$ cat src/rtl/xsrc_pkg.sv
// Shared types and constants for the interrupt source controller.
// Assumes 8-bit priorities where the all-ones value means masked.
package xsrc_pkg;
    typedef struct packed {
        logic asserted;
        logic sent;
        logic rejected;
        logic mpend;
        logic pend;
    } xsrc_flags_t;

    localparam logic [7:0] PRIO_OFF  = 8'hFF;
    localparam logic [7:0] STAT_OK   = 8'h00;
    localparam logic [7:0] STAT_BAD  = 8'hFD;
endpackage

$ cat src/rtl/xsrc_decode.sv
// Turns a global source number into a one-hot hit vector over local indices.
// Assumes OFFSET+NSRC fits in NUM_W bits.
module xsrc_decode #(
    parameter int NSRC   = 8,
    parameter int OFFSET = 16,
    parameter int NUM_W  = 8
) (
    input  logic             en,
    input  logic [NUM_W-1:0] num,
    output logic [NSRC-1:0]  hit
);
    // One comparator per source index.
    for (genvar i = 0; i < NSRC; i++) begin : g_hit
        assign hit[i] = en && (num == NUM_W'(OFFSET + i));
    end
endmodule

$ cat src/rtl/xsrc_pick.sv
// Fixed-priority selector: the lowest requesting index wins.
module xsrc_pick #(
    parameter int NSRC  = 8,
    parameter int IDX_W = 3
) (
    input  logic [NSRC-1:0]  req,
    output logic             any,
    output logic [IDX_W-1:0] idx
);
    // Scan from the top so the lowest index is assigned last.
    always_comb begin
        any = |req;
        idx = '0;
        for (int i = NSRC - 1; i >= 0; i--) begin
            if (req[i]) idx = IDX_W'(i);
        end
    end
endmodule

$ cat src/rtl/xsrc_slot.sv
// State of one interrupt source: target server, priority and flags.
// IS_LEVEL picks level behaviour, otherwise event behaviour. All strobes are
// already decoded for this slot; at most one delivery is granted per cycle.
module xsrc_slot
    import xsrc_pkg::*;
#(
    parameter int SRV_W    = 2,
    parameter bit IS_LEVEL = 1'b0
) (
    input  logic             clk,
    input  logic             rst_n,
    input  logic             sig_in,
    input  logic             grant,
    input  logic             rej_hit,
    input  logic             eoi_hit,
    input  logic             wr_hit,
    input  logic [SRV_W-1:0] wr_server,
    input  logic [7:0]       wr_prio,
    input  logic             scan_hit,
    output logic             req,
    output logic [SRV_W-1:0] server,
    output logic [7:0]       prio
);
    xsrc_flags_t      flg, flg_n;
    logic [SRV_W-1:0] srv_n;
    logic [7:0]       prio_n;
    logic             rise;

    // Next-state: grant clears first, then notices, config, input and scan.
    always_comb begin
        flg_n  = flg;
        srv_n  = server;
        prio_n = prio;
        rise   = 1'b0;
        if (grant) flg_n.pend = 1'b0;
        if (rej_hit) begin
            flg_n.rejected = 1'b1;
            flg_n.sent     = 1'b0;
        end
        if (eoi_hit && IS_LEVEL) flg_n.sent = 1'b0;
        if (wr_hit) begin
            srv_n  = wr_server;
            prio_n = wr_prio;
        end
        if (IS_LEVEL) begin
            rise           = sig_in && !flg.asserted;
            flg_n.asserted = sig_in;
            if ((wr_hit || rise || scan_hit) && prio_n != PRIO_OFF
                && flg_n.asserted && !flg_n.sent) begin
                flg_n.pend = 1'b1;
                flg_n.sent = 1'b1;
            end
        end else begin
            if (wr_hit && flg_n.mpend && prio_n != PRIO_OFF) begin
                flg_n.mpend = 1'b0;
                flg_n.pend  = 1'b1;
            end
            if (sig_in) begin
                if (prio_n == PRIO_OFF) flg_n.mpend = 1'b1;
                else                    flg_n.pend  = 1'b1;
            end
            if (scan_hit && flg_n.rejected) begin
                flg_n.rejected = 1'b0;
                if (prio_n != PRIO_OFF) flg_n.pend = 1'b1;
            end
        end
    end

    // State register with masked reset.
    always_ff @(posedge clk) begin
        if (!rst_n) begin
            flg    <= '0;
            server <= '0;
            prio   <= PRIO_OFF;
        end else begin
            flg    <= flg_n;
            server <= srv_n;
            prio   <= prio_n;
        end
    end

    assign req = flg.pend && (prio != PRIO_OFF);
endmodule

$ cat src/rtl/xsrc_ctrl.sv
// Interrupt source controller top. It decodes configuration and presenter
// notices, runs the resend walk and issues one delivery at a time on a
// valid/ready port. Assumes a write and a read never arrive in one cycle
// (the write wins).
module xsrc_ctrl
    import xsrc_pkg::*;
#(
    parameter int              NSRC       = 8,
    parameter int              NSERVER    = 4,
    parameter int              OFFSET     = 16,
    parameter int              NUM_W      = 8,
    parameter int              CSRV_W     = 8,
    parameter logic [NSRC-1:0] LEVEL_MASK = 8'hF0,
    localparam int             SRV_W      = (NSERVER > 1) ? $clog2(NSERVER) : 1,
    localparam int             IDX_W      = (NSRC > 1) ? $clog2(NSRC) : 1
) (
    input  logic              clk,
    input  logic              rst_n,
    input  logic [NSRC-1:0]   src_in,
    input  logic              cfg_wr_en,
    input  logic              cfg_rd_en,
    input  logic [NUM_W-1:0]  cfg_num,
    input  logic [CSRV_W-1:0] cfg_server,
    input  logic [8:0]        cfg_prio,
    output logic              rsp_valid,
    output logic [7:0]        rsp_status,
    output logic [SRV_W-1:0]  rsp_server,
    output logic [7:0]        rsp_prio,
    input  logic              rej_en,
    input  logic [NUM_W-1:0]  rej_num,
    input  logic              eoi_en,
    input  logic [NUM_W-1:0]  eoi_num,
    input  logic              resend_req,
    output logic              dlv_valid,
    input  logic              dlv_ready,
    output logic [SRV_W-1:0]  dlv_server,
    output logic [NUM_W-1:0]  dlv_num,
    output logic [7:0]        dlv_prio
);
    logic [NSRC-1:0]  cfg_hit, rej_hit, eoi_hit, wr_hit, scan_hit, grant, req;
    logic [SRV_W-1:0] srv_a [NSRC];
    logic [7:0]       prio_a [NSRC];
    logic             num_ok, wr_ok, stall, can_load, any_req;
    logic             scan_on;
    logic [IDX_W-1:0] scan_idx, pick;
    logic [SRV_W-1:0] rd_srv;
    logic [7:0]       rd_prio;

    xsrc_decode #(.NSRC(NSRC), .OFFSET(OFFSET), .NUM_W(NUM_W)) u_dec_cfg (
        .en(1'b1), .num(cfg_num), .hit(cfg_hit));
    xsrc_decode #(.NSRC(NSRC), .OFFSET(OFFSET), .NUM_W(NUM_W)) u_dec_rej (
        .en(rej_en), .num(rej_num), .hit(rej_hit));
    xsrc_decode #(.NSRC(NSRC), .OFFSET(OFFSET), .NUM_W(NUM_W)) u_dec_eoi (
        .en(eoi_en), .num(eoi_num), .hit(eoi_hit));

    // Write validation: number, server range and 8-bit priority.
    assign num_ok = |cfg_hit;
    assign wr_ok  = num_ok && (cfg_server < CSRV_W'(NSERVER)) && !cfg_prio[8];
    assign wr_hit = (cfg_wr_en && wr_ok) ? cfg_hit : '0;

    // Delivery port handshake state.
    assign stall    = dlv_valid && !dlv_ready;
    assign can_load = !stall;

    // Per-source state slots; the kind mask picks the variant.
    for (genvar i = 0; i < NSRC; i++) begin : g_slot
        assign scan_hit[i] = scan_on && !stall && (scan_idx == IDX_W'(i));
        assign grant[i]    = can_load && any_req && (pick == IDX_W'(i));
        xsrc_slot #(.SRV_W(SRV_W), .IS_LEVEL(LEVEL_MASK[i])) u_slot (
            .clk(clk), .rst_n(rst_n), .sig_in(src_in[i]), .grant(grant[i]),
            .rej_hit(rej_hit[i]), .eoi_hit(eoi_hit[i]), .wr_hit(wr_hit[i]),
            .wr_server(cfg_server[SRV_W-1:0]), .wr_prio(cfg_prio[7:0]),
            .scan_hit(scan_hit[i]), .req(req[i]),
            .server(srv_a[i]), .prio(prio_a[i]));
    end

    xsrc_pick #(.NSRC(NSRC), .IDX_W(IDX_W)) u_pick (
        .req(req), .any(any_req), .idx(pick));

    // Read-data mux over the decoded slot.
    always_comb begin
        rd_srv  = '0;
        rd_prio = '0;
        for (int i = 0; i < NSRC; i++) begin
            if (cfg_hit[i]) begin
                rd_srv  = srv_a[i];
                rd_prio = prio_a[i];
            end
        end
    end

    // Configuration response register, one cycle after the request.
    always_ff @(posedge clk) begin
        if (!rst_n) begin
            rsp_valid  <= 1'b0;
            rsp_status <= STAT_OK;
            rsp_server <= '0;
            rsp_prio   <= '0;
        end else begin
            rsp_valid  <= cfg_wr_en || cfg_rd_en;
            rsp_server <= '0;
            rsp_prio   <= '0;
            if (cfg_wr_en) begin
                rsp_status <= wr_ok ? STAT_OK : STAT_BAD;
            end else if (cfg_rd_en) begin
                rsp_status <= num_ok ? STAT_OK : STAT_BAD;
                if (num_ok) begin
                    rsp_server <= rd_srv;
                    rsp_prio   <= rd_prio;
                end
            end
        end
    end

    // Resend walk: one index per unstalled cycle, ascending.
    always_ff @(posedge clk) begin
        if (!rst_n) begin
            scan_on  <= 1'b0;
            scan_idx <= '0;
        end else if (scan_on) begin
            if (!stall) begin
                if (scan_idx == IDX_W'(NSRC - 1)) scan_on <= 1'b0;
                else                               scan_idx <= scan_idx + 1'b1;
            end
        end else if (resend_req) begin
            scan_on  <= 1'b1;
            scan_idx <= '0;
        end
    end

    // Delivery register: loads the winner whenever the port is free.
    always_ff @(posedge clk) begin
        if (!rst_n) begin
            dlv_valid  <= 1'b0;
            dlv_server <= '0;
            dlv_num    <= '0;
            dlv_prio   <= '0;
        end else if (can_load) begin
            dlv_valid <= any_req;
            if (any_req) begin
                dlv_server <= srv_a[pick];
                dlv_prio   <= prio_a[pick];
                dlv_num    <= NUM_W'(OFFSET) + NUM_W'(pick);
            end
        end
    end
endmodule

$ cat config.mk
export PLATFORM = sky130hd
export DESIGN_NAME = xsrc_ctrl
export DESIGN_NICKNAME = d
export VERILOG_FILES = /design/src/rtl/xsrc_pkg.sv /design/src/rtl/xsrc_decode.sv /design/src/rtl/xsrc_pick.sv /design/src/rtl/xsrc_slot.sv /design/src/rtl/xsrc_ctrl.sv
export SDC_FILE = /design/constraint.sdc
export NUM_CORES = 1
export LEC_CHECK = 0
export BUFFER_PORTS_ARGS = -buffer_cell sky130_fd_sc_hd__buf_4
export CAP_MARGIN = 20
export CORE_MARGIN = 3
export CORE_UTILIZATION = 50
export CTS_BUF_LIST = sky130_fd_sc_hd__clkbuf_4 sky130_fd_sc_hd__clkbuf_8
export DETAILED_ROUTE_END_ITERATION = 7
export PLACE_DENSITY = 0.68
export RECOVER_POWER = 100
export SLEW_MARGIN = 30
export SYNTH_ARGS = -nofsm -noshare
export SYNTH_HDL_FRONTEND = slang
export SYNTH_SLANG_ARGS = --single-unit
export TNS_END_PERCENT = 1
$ cat constraint.sdc
create_clock -name clk -period 4.8 [get_ports clk]
set_clock_uncertainty 0.15 [all_clocks]
set_input_delay 0.24 -clock clk [delete_from_list [all_inputs] [get_ports clk]]
set_output_delay 0.24 -clock clk [all_outputs]
set_load 0.1 [all_outputs]
Word level (Yosys, flattened, before mapping)
Cells that the tools add are included.
{"block": "word_totals", "register_bits": 150, "in_bits": 57, "out_inout_bits": 38}
{"block": "op_classes", "add_sub_neg": 2, "order_cmp": 2, "eq_ne": 56, "muxes": 103, "bitwise_logic": 5, "reduce_logical": 107}
{"cell": "two-way mux 8 bit", "n": 23}
{"cell": "== test 8 x 5 -> 1 bit (second input constant)", "n": 20}
{"cell": "inequality test 8 bit (second input constant)", "n": 16}
{"cell": "logical AND 1 bit", "n": 70}
{"cell": "two-way mux 1 bit", "n": 44}
{"cell": "two-way mux 2 bit", "n": 22}
{"cell": "two-way mux 3 bit", "n": 12}
{"cell": "== test 8 bit (second input constant)", "n": 4}
{"cell": "binary-select mux 8 bit (select 3 bit)", "n": 1}
{"cell": "== test 3 bit (second input constant)", "n": 8}
{"cell": "OR reduction 8 bit", "n": 2}
{"cell": "== test 3 x 2 -> 1 bit (second input constant)", "n": 4}
{"cell": "nonzero test 2 bit", "n": 6}
{"cell": "zero test 1 bit", "n": 11}
{"cell": "logical OR 1 bit", "n": 9}
{"cell": "less-than comparator 8 x 3 -> 1 bit (second input constant)", "n": 1}
{"cell": "OR reduction 2 bit", "n": 4}
{"cell": "adder 5 x 3 -> 6 bit (first input constant)", "n": 1}
{"cell": "binary-select mux 2 bit (select 3 bit)", "n": 1}
{"cell": "== test 3 x 1 -> 1 bit (second input constant)", "n": 2}
{"cell": "zero test 3 bit", "n": 2}
{"cell": "greater-or-equal comparator 4 bit (second input constant)", "n": 1}
{"cell": "inequality test 2 bit (second input constant)", "n": 2}
{"cell": "NOT 1 bit", "n": 4}
{"cell": "5 further kinds", "n": 5}

Logic depth before layout (Yosys ltp)
Gate-level depths: netlist (run 1).
{"block": "depth", "word_depth": 18, "depth_mapped": 10, "ltp_nobuf": 8}

By module
A second synthesis (run 1) with hierarchy kept.
{"block": "hier_totals", "hier_cells": 816, "hier_area_um2": 7309.5}
{"module": "xsrc_ctrl", "n_inst": 1, "cells_each": 326, "area_per_inst_um2": 2733.9}
{"module": "xsrc_slot at g_slot[0].u_slot ...", "n_inst": 4, "cells_each": 56, "area_per_inst_um2": 535.5}
{"module": "xsrc_slot at g_slot[4].u_slot ...", "n_inst": 4, "cells_each": 52, "area_per_inst_um2": 520.5}
{"module": "xsrc_decode", "n_inst": 3, "cells_each": 15, "area_per_inst_um2": 90.1}
{"module": "xsrc_pick", "n_inst": 1, "cells_each": 13, "area_per_inst_um2": 81.3}

Worst setup path after synthesis (run 1)
Ideal clock, no wire load.
{"block": "synth_path", "path_kind": "register to register", "start": "register g_slot[7].u_slot.prio[7]", "end": "register dlv_server[0]", "arrival_time_ns": 2.135, "required_time_ns": 4.533, "setup_slack_ns": 2.398, "path_stages_with_launch": 10, "period_less_slack_ns": 2.402, "path_cell_list": "dfxtp_1 > nand4_1 > o21ai_0 > o211ai_1 > a21oi_1 > buf_4 > mux2_2 > a221oi_1 > o22ai_1 > o211a_1"}
{"block": "synth_via", "elab_chain_len": 14}
{"element": "start, declared", "line": "xsrc_slot.sv:22", "source": "output logic [7:0] prio"}
{"element": "start signal, assigned", "line": "xsrc_slot.sv:78", "source": "prio <= prio_n;"}
{"element": "inequality test 8 bit *", "line": "xsrc_slot.sv:82", "source": "assign req = flg.pend && (prio != PRIO_OFF);"}
{"element": "logical AND 1 bit *", "line": "xsrc_slot.sv:82"}
{"element": "two-way mux 3 bit (8 in a row)", "line": "xsrc_pick.sv:15", "source": "if (req[i]) idx = IDX_W'(i);"}
{"element": "NOT 3 -> 4 bit (implied by the code)", "line": "xsrc_ctrl.sv:141", "source": "dlv_server <= srv_a[pick];"}
{"element": "binary-select mux 2 bit (select 3 bit)", "line": "xsrc_ctrl.sv:141"}
{"element": "two-way mux 2 bit (implied by the code) (2 in a row)", "line": "xsrc_ctrl.sv:141"}
{"element": "end signal, assigned", "line": "xsrc_ctrl.sv:141"}
{"element": "end, declared", "line": "xsrc_ctrl.sv:36", "source": "output logic [SRV_W-1:0] dlv_server,"}
Mark *: on every way between the ends. The rest lies on a longest branch, timed or not. The select of a mux whose other input is x is not followed.
A chain may end at the register's enable or synchronous reset.

Worst setup path after layout (run 1)
{"block": "layout_path", "start": "input cfg_num[7]", "end": "register g_slot[4].u_slot.flg[0] (netlist name)"}
{"block": "layout_via", "elab_chain_len": 12}
{"element": "start, declared", "line": "xsrc_ctrl.sv:22", "source": "input logic [NUM_W-1:0] cfg_num,"}
{"element": "== test 8 x 5 -> 1 bit", "line": "xsrc_decode.sv:14", "source": "assign hit[i] = en && (num == NUM_W'(OFFSET + i));"}
{"element": "OR reduction 8 bit", "line": "xsrc_ctrl.sv:57", "source": "assign num_ok = |cfg_hit;"}
{"element": "logical AND 1 bit (2 in a row)", "line": "xsrc_ctrl.sv:58", "source": "assign wr_ok = num_ok && (cfg_server < CSRV_W'(NSERVER)) && !cfg_prio[8];"}
{"element": "logical AND 1 bit", "line": "xsrc_ctrl.sv:59", "source": "assign wr_hit = (cfg_wr_en && wr_ok) ? cfg_hit : '0;"}
{"element": "two-way mux 8 bit *", "line": "xsrc_ctrl.sv:59"}
{"element": "two-way mux 8 bit / logical OR 1 bit (equally long branches)", "line": "xsrc_slot.sv:41, xsrc_slot.sv:48"}
{"element": "inequality test 8 bit / logical OR 1 bit (equally long branches)", "line": "xsrc_slot.sv:48", "source": "if ((wr_hit || rise || scan_hit) && prio_n != PRIO_OFF"}
{"element": "logical AND 1 bit *", "line": "xsrc_slot.sv:48"}
{"element": "logical AND 1 bit * (2 in a row)", "line": "xsrc_slot.sv:49", "source": "&& flg_n.asserted && !flg_n.sent) begin"}
{"element": "two-way mux 1 bit / nonzero test 2 bit (equally long branches)"}
{"element": "end signal, assigned", "line": "xsrc_slot.sv:76", "source": "flg <= flg_n;"}
{"element": "end, declared", "line": "xsrc_slot.sv:24", "source": "xsrc_flags_t flg, flg_n;"}
Mark *: on every way between the ends. The rest lies on a longest branch, timed or not.

==> results of run 1 <==
-- per-stage QoR --
step | hold slack [ns] | setup WS, ns | instance area (um2) | utilization, % | total power [mW]
3_3_place_gp | 0.290 | 1.58 | 7610 | 56.6 | 1.35
2_1_floorplan | 0.200 | 2.40 | 7020 | - | 1.29
3_5_place_dp | 0.305 | 1.39 | 7620 | 56.6 | 1.35
4_1_cts | 0.0122 | 1.80 | 8230 | 61.2 | 2.25
5_1_grt | 0.0160 | 0.961 | 8030 | 59.7 | 2.31
6_report | 0.00703 | 1.18 | 8030 | 59.7 | 2.24
-- critical path, cell delays in order --
cell,delay (ns)
clkbuf_4,0.11
or4b_1,0.61
nor4_1,0.53
nand2_1,0.49
nor4_2,1.26
o211ai_1,0.24
nand2b_1,0.21
a21boi_0,0.16
-- synth_stat cells, drive strengths merged, types with 2 or more instances --
master,count,area share [%]
or2,2,0.18
dfxtp,135,39
a211o,7,0.88
or3,2,0.18
a22oi,3,0.32
a221o,5,0.71
o21a,7,0.75
nor3,14,1.4
nand2b,6,0.54
nand4,25,2.2
mux2i,17,2.4
inv,15,0.80
and3,3,0.27
clkbuf,36,1.9
a31o,3,0.38
mux4,10,3.2
a31oi,5,0.45
o211a,3,0.43
mux2,6,0.97
a21oi,36,2.6
o22ai,3,0.27
a21boi,31,3.3
and2,11,0.98
o31a,3,0.38
ha,6,1.1
nand2,243,13
nand3,81,5.8
o221ai,4,0.50
o311ai,3,0.38
a221oi,6,0.75
o211ai,8,0.86
nor2,40,2.3
nor4,4,1.2
nor2b,3,0.27
nor4b,2,0.25
nand4b,2,0.25
a211oi,4,0.43
o21ai,57,4.1
buf,32,2.9
-- cell usage in the layout (no fill, tap or decap), drive strengths merged, types with 4 or more instances in the layout --
| master | count |
|---|---|
| a211o | 7 |
| a211oi | 4 |
| a21boi | 31 |
| a21oi | 36 |
| a221o | 5 |
| a221oi | 6 |
| a31oi | 5 |
| and2 | 11 |
| buf | 53 |
| clkbuf | 62 |
| clkinv | 6 |
| clkinvlp | 4 |
| conb | 5 |
| dfxtp | 135 |
| dlygate4sd3 | 24 |
| ha | 6 |
| inv | 16 |
| mux2 | 6 |
| mux2i | 17 |
| mux4 | 10 |
| nand2 | 243 |
| nand2b | 6 |
| nand3 | 81 |
| nand4 | 25 |
| nor2 | 40 |
| nor3 | 14 |
| nor4 | 4 |
| o211ai | 8 |
| o21a | 7 |
| o21ai | 57 |
| o221ai | 4 |
-- layout make-up --
cell class	count	area [um2]
inverter	15	56.3
sequential	135	2700
fill	1306	5420
clock buffer	20	269
timing repair buffer	119	815
multi-input combinational	680	3860
tap	176	220
clock inverter	12	103
-- worst paths after layout --
kind | start | end | slack, ns | cells past startpoint
setup / recovery | cfg_num[7] | g_slot[4].u_slot.flg[0]$_SDFFE_PN0P_ | 1.18 | 8
hold / removal | cfg_wr_en | rsp_status[6]$_SDFFE_PN0P_ | 0.007 | 3
setup reg to reg | g_slot[0].u_slot.prio[0]$_SDFF_PN1_ | dlv_server[1]$_SDFFE_PN0P_ | 1.31 | 8
hold reg to reg | dlv_num[2]$_SDFFE_PN0P_ | dlv_num[2]$_SDFFE_PN0P_ | 0.31 | 2
-- report_power, final --
part	switching, mW	leakage, nW	internal (mW)	total (mW)
Combinational	0.135	2.09	0.0673	0.202
Clock	0.467	0.184	0.439	0.906
Sequential	0.00550	1.09	1.13	1.13
Total	0.607	3.37	1.63	2.24
-- cells by family (layout without fill, tap and decap cells) --
kind of cell | Yosys count | after routing | share of synthesized area, %
multiplexers | 33 | 33 | 6.61
buffers and inverters | 83 | 166 | 5.61
AND/OR/NAND/NOR | 443 | 443 | 29.8
adder cells (fa/ha/maj) | 6 | 6 | 1.07
flip-flops | 135 | 135 | 38.6
AO/OA/AOI/OAI | 193 | 193 | 18.3
other | 1 | 5 | 0.0536
-- sequential cells by signal (all words and copies together) (netlist names), 2 cells and up --
signal / count
dlv_num: 4
dlv_prio: 8
dlv_server: 2
g_slot.u_slot.flg: 24
g_slot.u_slot.prio: 64
g_slot.u_slot.server: 16
rsp_prio: 8
rsp_server: 2
scan_idx: 3
-- repair_timing --
action	CTS	global route
hold buffers	24	0
resized for setup	0	0
hold endpoints to repair	97	0
-- layer usage --
metal	global-route usage (%)	part of all wire (%)
met5	0	0
met4	14.7	3.6
met3	8.92	9.9
met2	47.5	45
met1	41.6	42
==> metrics.yaml, run 1 <==
synthesis:
  syn-mean-instance-area_um2: 7.83
  ys_seq_area_share_pct: 38.6
  synth_ff_type: "dfxtp_1"
  ys_seq_elements: 135
  async_flop_share_pct: 0
  synth_edf_count: 0
  synth_cell_types: 61
  netlist_instances: 894
  ys_warn_count: 0
  synth.cell_area_um2: 7000
grt:
  grt_start_max_net_pins: 73
  track_usage_pct: 31.4
  grt-ovfl-total: 0
  grt_pass1_vias: 6742
  grt_pass1_wl_mm: 38.1
  antenna_found_initial: 0
drt:
  drt-pass1-iter-count: 5
  ant_nets: 0
  via_per_inst: 6.13
  wirelength_mm: 24.8
  drc: 0
  drt_iter0_markers: 746
  vias: 7095
  drt-wirelength-per-cell_um: 21.4
sta:
  setup_viol_count_final: 0
  worst_slew_pin_slew_ns: 1.51
  rsz0062_at_grt: "false"
  fin_crit_sh_pct: 75.4
  fmax_ghz: 0.276
  tns_ns: 0
  period_needed_ns: 3.62
  finalMaxSlewViolations: 14
  slew_headroom_pct: -1.59
  hold_viol: 0
critical_path:
  cp-start-kind: "primary input"
  worstSetupPathType: "primary input to register"
  crit_arrival_ns: 3.86
  end_kind: "register"
  worstPathMaxFanout: 13
  required_ns: 5.04
finish:
  antenna_cells: 0
  nNetsFinal: 1031
  stdcell_count: 1157
  syn_to_final_growth_pct: 14.7
  drive_above_1_share_pct: 12.2
clocking:
  cts_tree: "yes"
  clkSlewWorstSetupHoldPaths_ns: 0.08
  post_cts_buffers: 0
  ctsHtreeMaxLevel: 4
  root_buffer: "clkbuf_8"
  cts_made_buffers: 17
  clk_latency_ns: 0.47
  cts.sinks: 135
  cts.path.max_buffers: 2
placement:
  place_inst: 1101
  numPortBuffers: 89
  gp_congestion: 1.03
  place_hpwl_mm: 17.9
run_status:
  status: "finished with violations"
  violations: "max-capacitance violations, max-slew violations"
min_path:
  hp-class: "primary input to register"
power:
  power_density_nw_per_um2: 279
  leakage_nw: 3.37
  ir_worst_vdd_v: 0.000202
floorplanning:
  die_y_um: 124
  fp.dieW_um: 124
  die-area_um2: 15500
  initial_core_util_pct: 52.0
  pin_count: 95
  core_um2: 13500
  fp-row-count: 42
job:
  drv_cap: 1
Note: power is estimated with default switching activity, not from simulation.
==> run 2, diff against run 1 <==
--- a/config.mk
+++ b/config.mk
@@ -5,13 +5,14 @@
 export SDC_FILE = /design/constraint.sdc
 export NUM_CORES = 1
 export LEC_CHECK = 0
+export ABC_AREA = 1
 export BUFFER_PORTS_ARGS = -buffer_cell sky130_fd_sc_hd__buf_4
 export CAP_MARGIN = 20
 export CORE_MARGIN = 3
 export CORE_UTILIZATION = 50
 export CTS_BUF_LIST = sky130_fd_sc_hd__clkbuf_4 sky130_fd_sc_hd__clkbuf_8
 export DETAILED_ROUTE_END_ITERATION = 7
-export PLACE_DENSITY = 0.68
+export PLACE_DENSITY = 0.7
 export RECOVER_POWER = 100
 export SLEW_MARGIN = 30
 export SYNTH_ARGS = -nofsm -noshare
==> constraint.sdc (replaced) <==
create_clock -name clk -period 3.05 [get_ports clk]
set_clock_uncertainty 0.15 [all_clocks]
set_input_delay 0.1525 -clock clk [delete_from_list [all_inputs] [get_ports clk]]
set_output_delay 0.1525 -clock clk [all_outputs]
set_load 0.1 [all_outputs]
==> metrics.yaml, run 2 <==
clocking:
  cts.sinks: 135
  root_buffer: "clkbuf_8"
  cts.path.max_buffers: 2
  post_cts_buffers: 0
  clkSlewWorstSetupHoldPaths_ns: 0.08
  cts_tree: "yes"
  ctsHtreeMaxLevel: 4
  ctsHoldBuffers: 36
  clk_latency_ns: 0.47
  cts_made_buffers: 17
  cts_resized: 0
drt:
  drc: 0
  drt-wirelength-per-cell_um: 18.5
  via_per_inst: 5.61
  wirelength_mm: 26.3
  vias: 7971
  ant_nets: 0
  drt_iter0_markers: 1002
  drt-pass1-iter-count: 6
power:
  p_total_mw: 3.95
  power_density_nw_per_um2: 447
  leakage_nw: 4.56
  ir_worst_vdd_v: 0.000296
synthesis:
  ys_seq_area_share_pct: 37.0
  ys_top_cells_by_count: "nand2_1, dfxtp_1, inv_1"
  yosys.area.top_type: "dfxtp_1"
  syn-mean-instance-area_um2: 6.56
  synth_top_area_share_pct: 37.0
  synth.most_common_cell: "nand2_1"
  netlist_instances: 1114
  synth.cell_area_um2: 7310
  ys_seq_elements: 135
  synth_edf_count: 0
  synth_ff_type: "dfxtp_1"
  synth_cell_types: 43
  async_flop_share_pct: 0
  ys_top_cells_by_area: "dfxtp_1, nand2_1, nand3_1"
  ys_warn_count: 0
grt:
  grt_pass1_wl_mm: 40.6
  grt_pass1_vias: 7363
  grt_start_max_net_pins: 64
  antenna_found_initial: 0
  gr-usage-met1_pct: 43.8
  track_usage_pct: 32.9
  grt-ovfl-total: 0
  met2_usage_pct: 50.3
  top_usage_layer: "met2"
  use_met3_pct: 7.37
sta:
  timing.final.ws_setup_ns: 0.317
  finalMaxSlewViolations: 0
  fmax_ghz: 0.366
  worst_slew_pin_slew_ns: 1.49
  rsz0062_at_grt: "false"
  holdWs_ns: 0.0102
  hold_viol: 0
  tns_ns: 0
  slew_headroom_pct: 0.757
  period_needed_ns: 2.73
  fin_crit_sh_pct: 89.6
  setup_viol_count_final: 0
floorplanning:
  die-area_um2: 16100
  initial_core_util_pct: 51.8
  die_y_um: 127
  fp.dieW_um: 127
  fp-row-count: 43
  pin_count: 95
  core_um2: 14100
critical_path:
  worst-r2r-cell-count: 12
  required_ns: 3.23
  crit_arrival_ns: 2.91
  cp-start-kind: "register"
  worstSetupPathType: "register to register"
  end_kind: "register"
  reg2reg_to: "g_slot[1].u_slot.flg[0]$_SDFF_PN0_"
  worstPathMaxFanout: 11
  reg2reg_slack_ns: 0.32
  r2r_start: "g_slot[2].u_slot.prio[4]$_SDFF_PN1_"
finish:
  fill_cells: 1401
  largest_reg_flops: 64
  multi_input_area_um2: 3910
  largest-register: "g_slot.u_slot.prio"
  final_cell_mix: "nand2_1, dfxtp_1, inv_1, o21ai_0, nor2_1"
  final_common_cell: "nand2_1"
  seqCellArea_um2: 2700
  stdcell_count: 1420
  stdcell_area_um2: 8830
  nNetsFinal: 1290
  top_regs: "g_slot.u_slot.prio (64), g_slot.u_slot.flg (24), g_slot.u_slot.server (16)"
  drive_above_1_share_pct: 13.1
  antenna_cells: 0
  syn_to_final_growth_pct: 20.8
  fin_util_pct: 62.6
placement:
  dp_slack_ns: 0.408
  dpl-instance-area_um2: 8120
  numPortBuffers: 89
  place_inst: 1352
  gp_congestion: 0.961
  place_hpwl_mm: 19.3
run_status:
  status: "finished clean"
min_path:
  hold-path-endpoint: "g_slot[6].u_slot.flg[3]$_SDFF_PN0_"
  hold_depth: 6
  min_from: "eoi_num[1]"
  hp-class: "primary input to register"
job:
  drv_cap: 0
## run 2: cell type report
cell class / instances / area share (%)
clock buffers: 20 / 3.12
repair buffers: 148 / 12.2
multi-input cells: 813 / 44.3
well taps: 180 / 2.55
clock inverters: 12 / 2.51
flip-flops and latches: 135 / 30.6
inverters: 112 / 4.79
## run 2: power by group
part	internal (mW)	total, mW	switching (mW)
registers	1.77	1.78	0.00769
clock network	1.12	1.85	0.729
logic	0.102	0.318	0.216
total	2.99	3.95	0.952
## run 2: layer usage
| metal | vias to the layer above | share of wire (%) | routed length [um] |
|---|---|---|---|
| li1 | 3859 | - | - |
| met1 | 3653 | 41 | 10900 |
| met2 | 384 | 45 | 11700 |
| met3 | 75 | 9.1 | 2380 |
| met4 | 0 | 4.9 | 1290 |
| met5 | - | 0 | 0 |
## run 2: worst max-delay path by stage
| stage | start | to | slack, ns | depth (start not counted) |
|---|---|---|---|---|
| 2_1_floorplan | dlv_valid$_SDFFE_PN0N_ | g_slot[2].u_slot.flg[0]$_SDFF_PN0_ | 0.88 | 8 |
| 3_3_place_gp | cfg_num[3] | g_slot[4].u_slot.flg[0]$_SDFFE_PN0P_ | 0.46 | 15 |
| 3_5_place_dp | cfg_num[3] | g_slot[4].u_slot.flg[0]$_SDFFE_PN0P_ | 0.41 | 13 |
| 4_1_cts | g_slot[2].u_slot.prio[4]$_SDFF_PN1_ | g_slot[1].u_slot.flg[0]$_SDFF_PN0_ | 0.49 | 12 |
| 5_1_grt | cfg_num[3] | g_slot[1].u_slot.flg[0]$_SDFF_PN0_ | 0.12 | 15 |
| 6_report | g_slot[2].u_slot.prio[4]$_SDFF_PN1_ | g_slot[1].u_slot.flg[0]$_SDFF_PN0_ | 0.32 | 12 |
## run 2: kinds of logic (layout without fill, tap and decap cells)
group	after synthesis	in the layout	share of synthesized area (%)
fa+ha+maj	6	6	1.03
other cells	1	5	0.0513
buf+inv	170	292	9.63
flops	135	135	37.0
simple gates	605	605	37.3
compound gates	197	197	15.0
## run 2: critical path, cell delays in order (launching register included)
cell and delay (ns):
dfxtp_1 0.49, nand4_1 0.11, o21ai_0 0.42, nand2_1 0.13, inv_1 0.07, nand2_1 0.07
nand3_1 0.21, clkinv_1 0.14, clkbuf_2 0.24, nor2_1 0.18, inv_1 0.11, o21ai_0 0.18
a21oi_1 0.08
==> run 3, diff against run 2 <==
--- a/config.mk
+++ b/config.mk
@@ -5,14 +5,14 @@
 export SDC_FILE = /design/constraint.sdc
 export NUM_CORES = 1
 export LEC_CHECK = 0
-export ABC_AREA = 1
+export ABC_AREA = 0
 export BUFFER_PORTS_ARGS = -buffer_cell sky130_fd_sc_hd__buf_4
 export CAP_MARGIN = 20
 export CORE_MARGIN = 3
 export CORE_UTILIZATION = 50
 export CTS_BUF_LIST = sky130_fd_sc_hd__clkbuf_4 sky130_fd_sc_hd__clkbuf_8
 export DETAILED_ROUTE_END_ITERATION = 7
-export PLACE_DENSITY = 0.7
+export PLACE_DENSITY = 0.71
 export RECOVER_POWER = 100
 export SLEW_MARGIN = 30
 export SYNTH_ARGS = -nofsm -noshare
==> metrics.yaml, run 3 (synthesis results as in run 1) <==
drt:
  via_per_inst: 5.94
  vias: 7178
  drc: 1
  ant_nets: 0
  wirelength_mm: 23.6
  drt_iter0_markers: 884
  drt-pass1-iter-count: 8
  drt-wirelength-per-cell_um: 19.5
critical_path:
  crit_slowest_cell: "or4b_1"
  worstSetupPathType: "primary input to register"
  required_ns: 3.31
  max_stage_delay_ns: 0.66
  end_kind: "register"
  crit_family: "simple AND/OR/NAND/NOR gates"
  worstPathMaxFanout: 11
  cp-start-kind: "primary input"
  path_buf_inv: 3
  crit_path_cell_trace: "clkbuf_4 -> or4b_1 -> nor4_4 -> nand2_4 -> inv_1 -> nand2_1 -> nor2_1 -> o21ai_0 -> a21boi_0 -> dlygate4sd3_1"
  crit_arrival_ns: 3.03
finish:
  syn_to_final_growth_pct: 21.0
  largest_reg_flops: 64
  final_cell_mix: "nand2_1, dfxtp_1, buf_4, nand3_1, o21ai_0"
  largest-register: "g_slot.u_slot.prio"
  nNetsFinal: 1081
  drive_above_1_share_pct: 14.6
  final_common_cell: "nand2_1"
  stdcell_area_um2: 8470
  top_regs: "g_slot.u_slot.prio (64), g_slot.u_slot.flg (24), g_slot.u_slot.server (16)"
  fill_cells: 1249
  fin_util_pct: 63.0
clocking:
  cts_made_buffers: 17
  cts_resized: 0
  clkSlewWorstSetupHoldPaths_ns: 0.08
  cts.path.max_buffers: 2
  cts.sinks: 135
  post_cts_buffers: 0
  clk_latency_ns: 0.46
  ctsHoldBuffers: 36
  cts_tree: "yes"
  root_buffer: "clkbuf_8"
  ctsHtreeMaxLevel: 4
grt:
  grt_pass1_wl_mm: 37.0
  met2_usage_pct: 46.1
  use_met3_pct: 7.08
  top_usage_layer: "met2"
  gr-usage-met1_pct: 40.9
  track_usage_pct: 30.0
  grt-ovfl-total: 0
  antenna_found_initial: 0
  grt_start_max_net_pins: 84
  grt_pass1_vias: 6699
sta:
  fin_crit_sh_pct: 90.9
  worst_slew_pin_slew_ns: 1.18
  finalMaxSlewViolations: 0
  hold_viol: 0
  fmax_ghz: 0.361
  holdWs_ns: 0.0479
  slew_headroom_pct: 21.7
  tns_ns: 0
  rsz0062_at_grt: "false"
  setup_viol_count_final: 0
  period_needed_ns: 2.77
power:
  power_density_nw_per_um2: 435
  leakage_nw: 3.61
  ir_worst_vdd_v: 0.000307
placement:
  gp_congestion: 1.00
  place_hpwl_mm: 16.9
  numPortBuffers: 89
  dpl-instance-area_um2: 7920
floorplanning:
  pin_count: 95
  initial_core_util_pct: 52.0
  fp-row-count: 42
  die-area_um2: 15500
  core_um2: 13500
  die_y_um: 124
  fp.dieW_um: 124
job:
  drv_cap: 0
min_path:
  hp-class: "primary input to register"
run_status:
  violations: "design-rule violations"
  status: "finished with violations"
run 3: area by class of cell:
type                            instances  area [um2]  share of cell area [%]
Antenna cell                            1        2.50                  0.0295
Inverter                               15        56.3                   0.665
Tap cell                              176         220                    2.60
Multi-Input combinational cell        680        3850                    45.5
Timing Repair Buffer                  169        1220                    14.4
Clock buffer                           20         269                    3.18
Clock inverter                         12         151                    1.79
Sequential cell                       135        2700                    31.9
run 3: per-layer routing:
metal,wire length (um),vias to the layer above
met1,10100,3339
li1,-,3379
met3,2330,68
met5,0,-
met2,10300,392
met4,774,0
run 3: stage by stage:
stage               worst slack (ns)  power (mW)  instances
floorplan                      0.648        2.02        898
global placement               0.344        2.12       1139
detailed placement             0.328        2.12       1139
CTS                            0.403        3.70       1207
global route                   0.137        3.79       1207
finish                         0.279        3.68       1208
run 3: worst reg2reg max path, stage by stage, from the launching register on:
cell and delay, ns:
dfxtp_1 0.41, nand4_1 0.13, o21ai_1 0.31, a21boi_0 0.29
a21oi_1 0.15, buf_12 0.17, or2_2 0.37, a2111oi_0 0.45
a41o_1 0.15, o41ai_1 0.06
run 3: final timing paths:
check	cells after the start	from	to	slack, ns
worst max-delay path	10	cfg_num[7]	g_slot[7].u_slot.flg[3]$_SDFF_PN0_	0.28
worst min-delay path	4	rej_num[6]	g_slot[2].u_slot.flg[2]$_SDFF_PP0_	0.05
worst max register to register	9	g_slot[2].u_slot.prio[5]$_SDFF_PN1_	dlv_prio[6]$_SDFFE_PN0P_	0.30
worst min register to register	2	g_slot[0].u_slot.flg[1]$_SDFF_PN0_	g_slot[0].u_slot.flg[1]$_SDFF_PN0_	0.32
run 3: power breakdown:
group          internal [mW]  total [mW]  switching, mW
registers               1.77        1.78        0.00834
clock network          0.855        1.57          0.716
logic                  0.117       0.330          0.212
total                   2.75        3.68          0.937
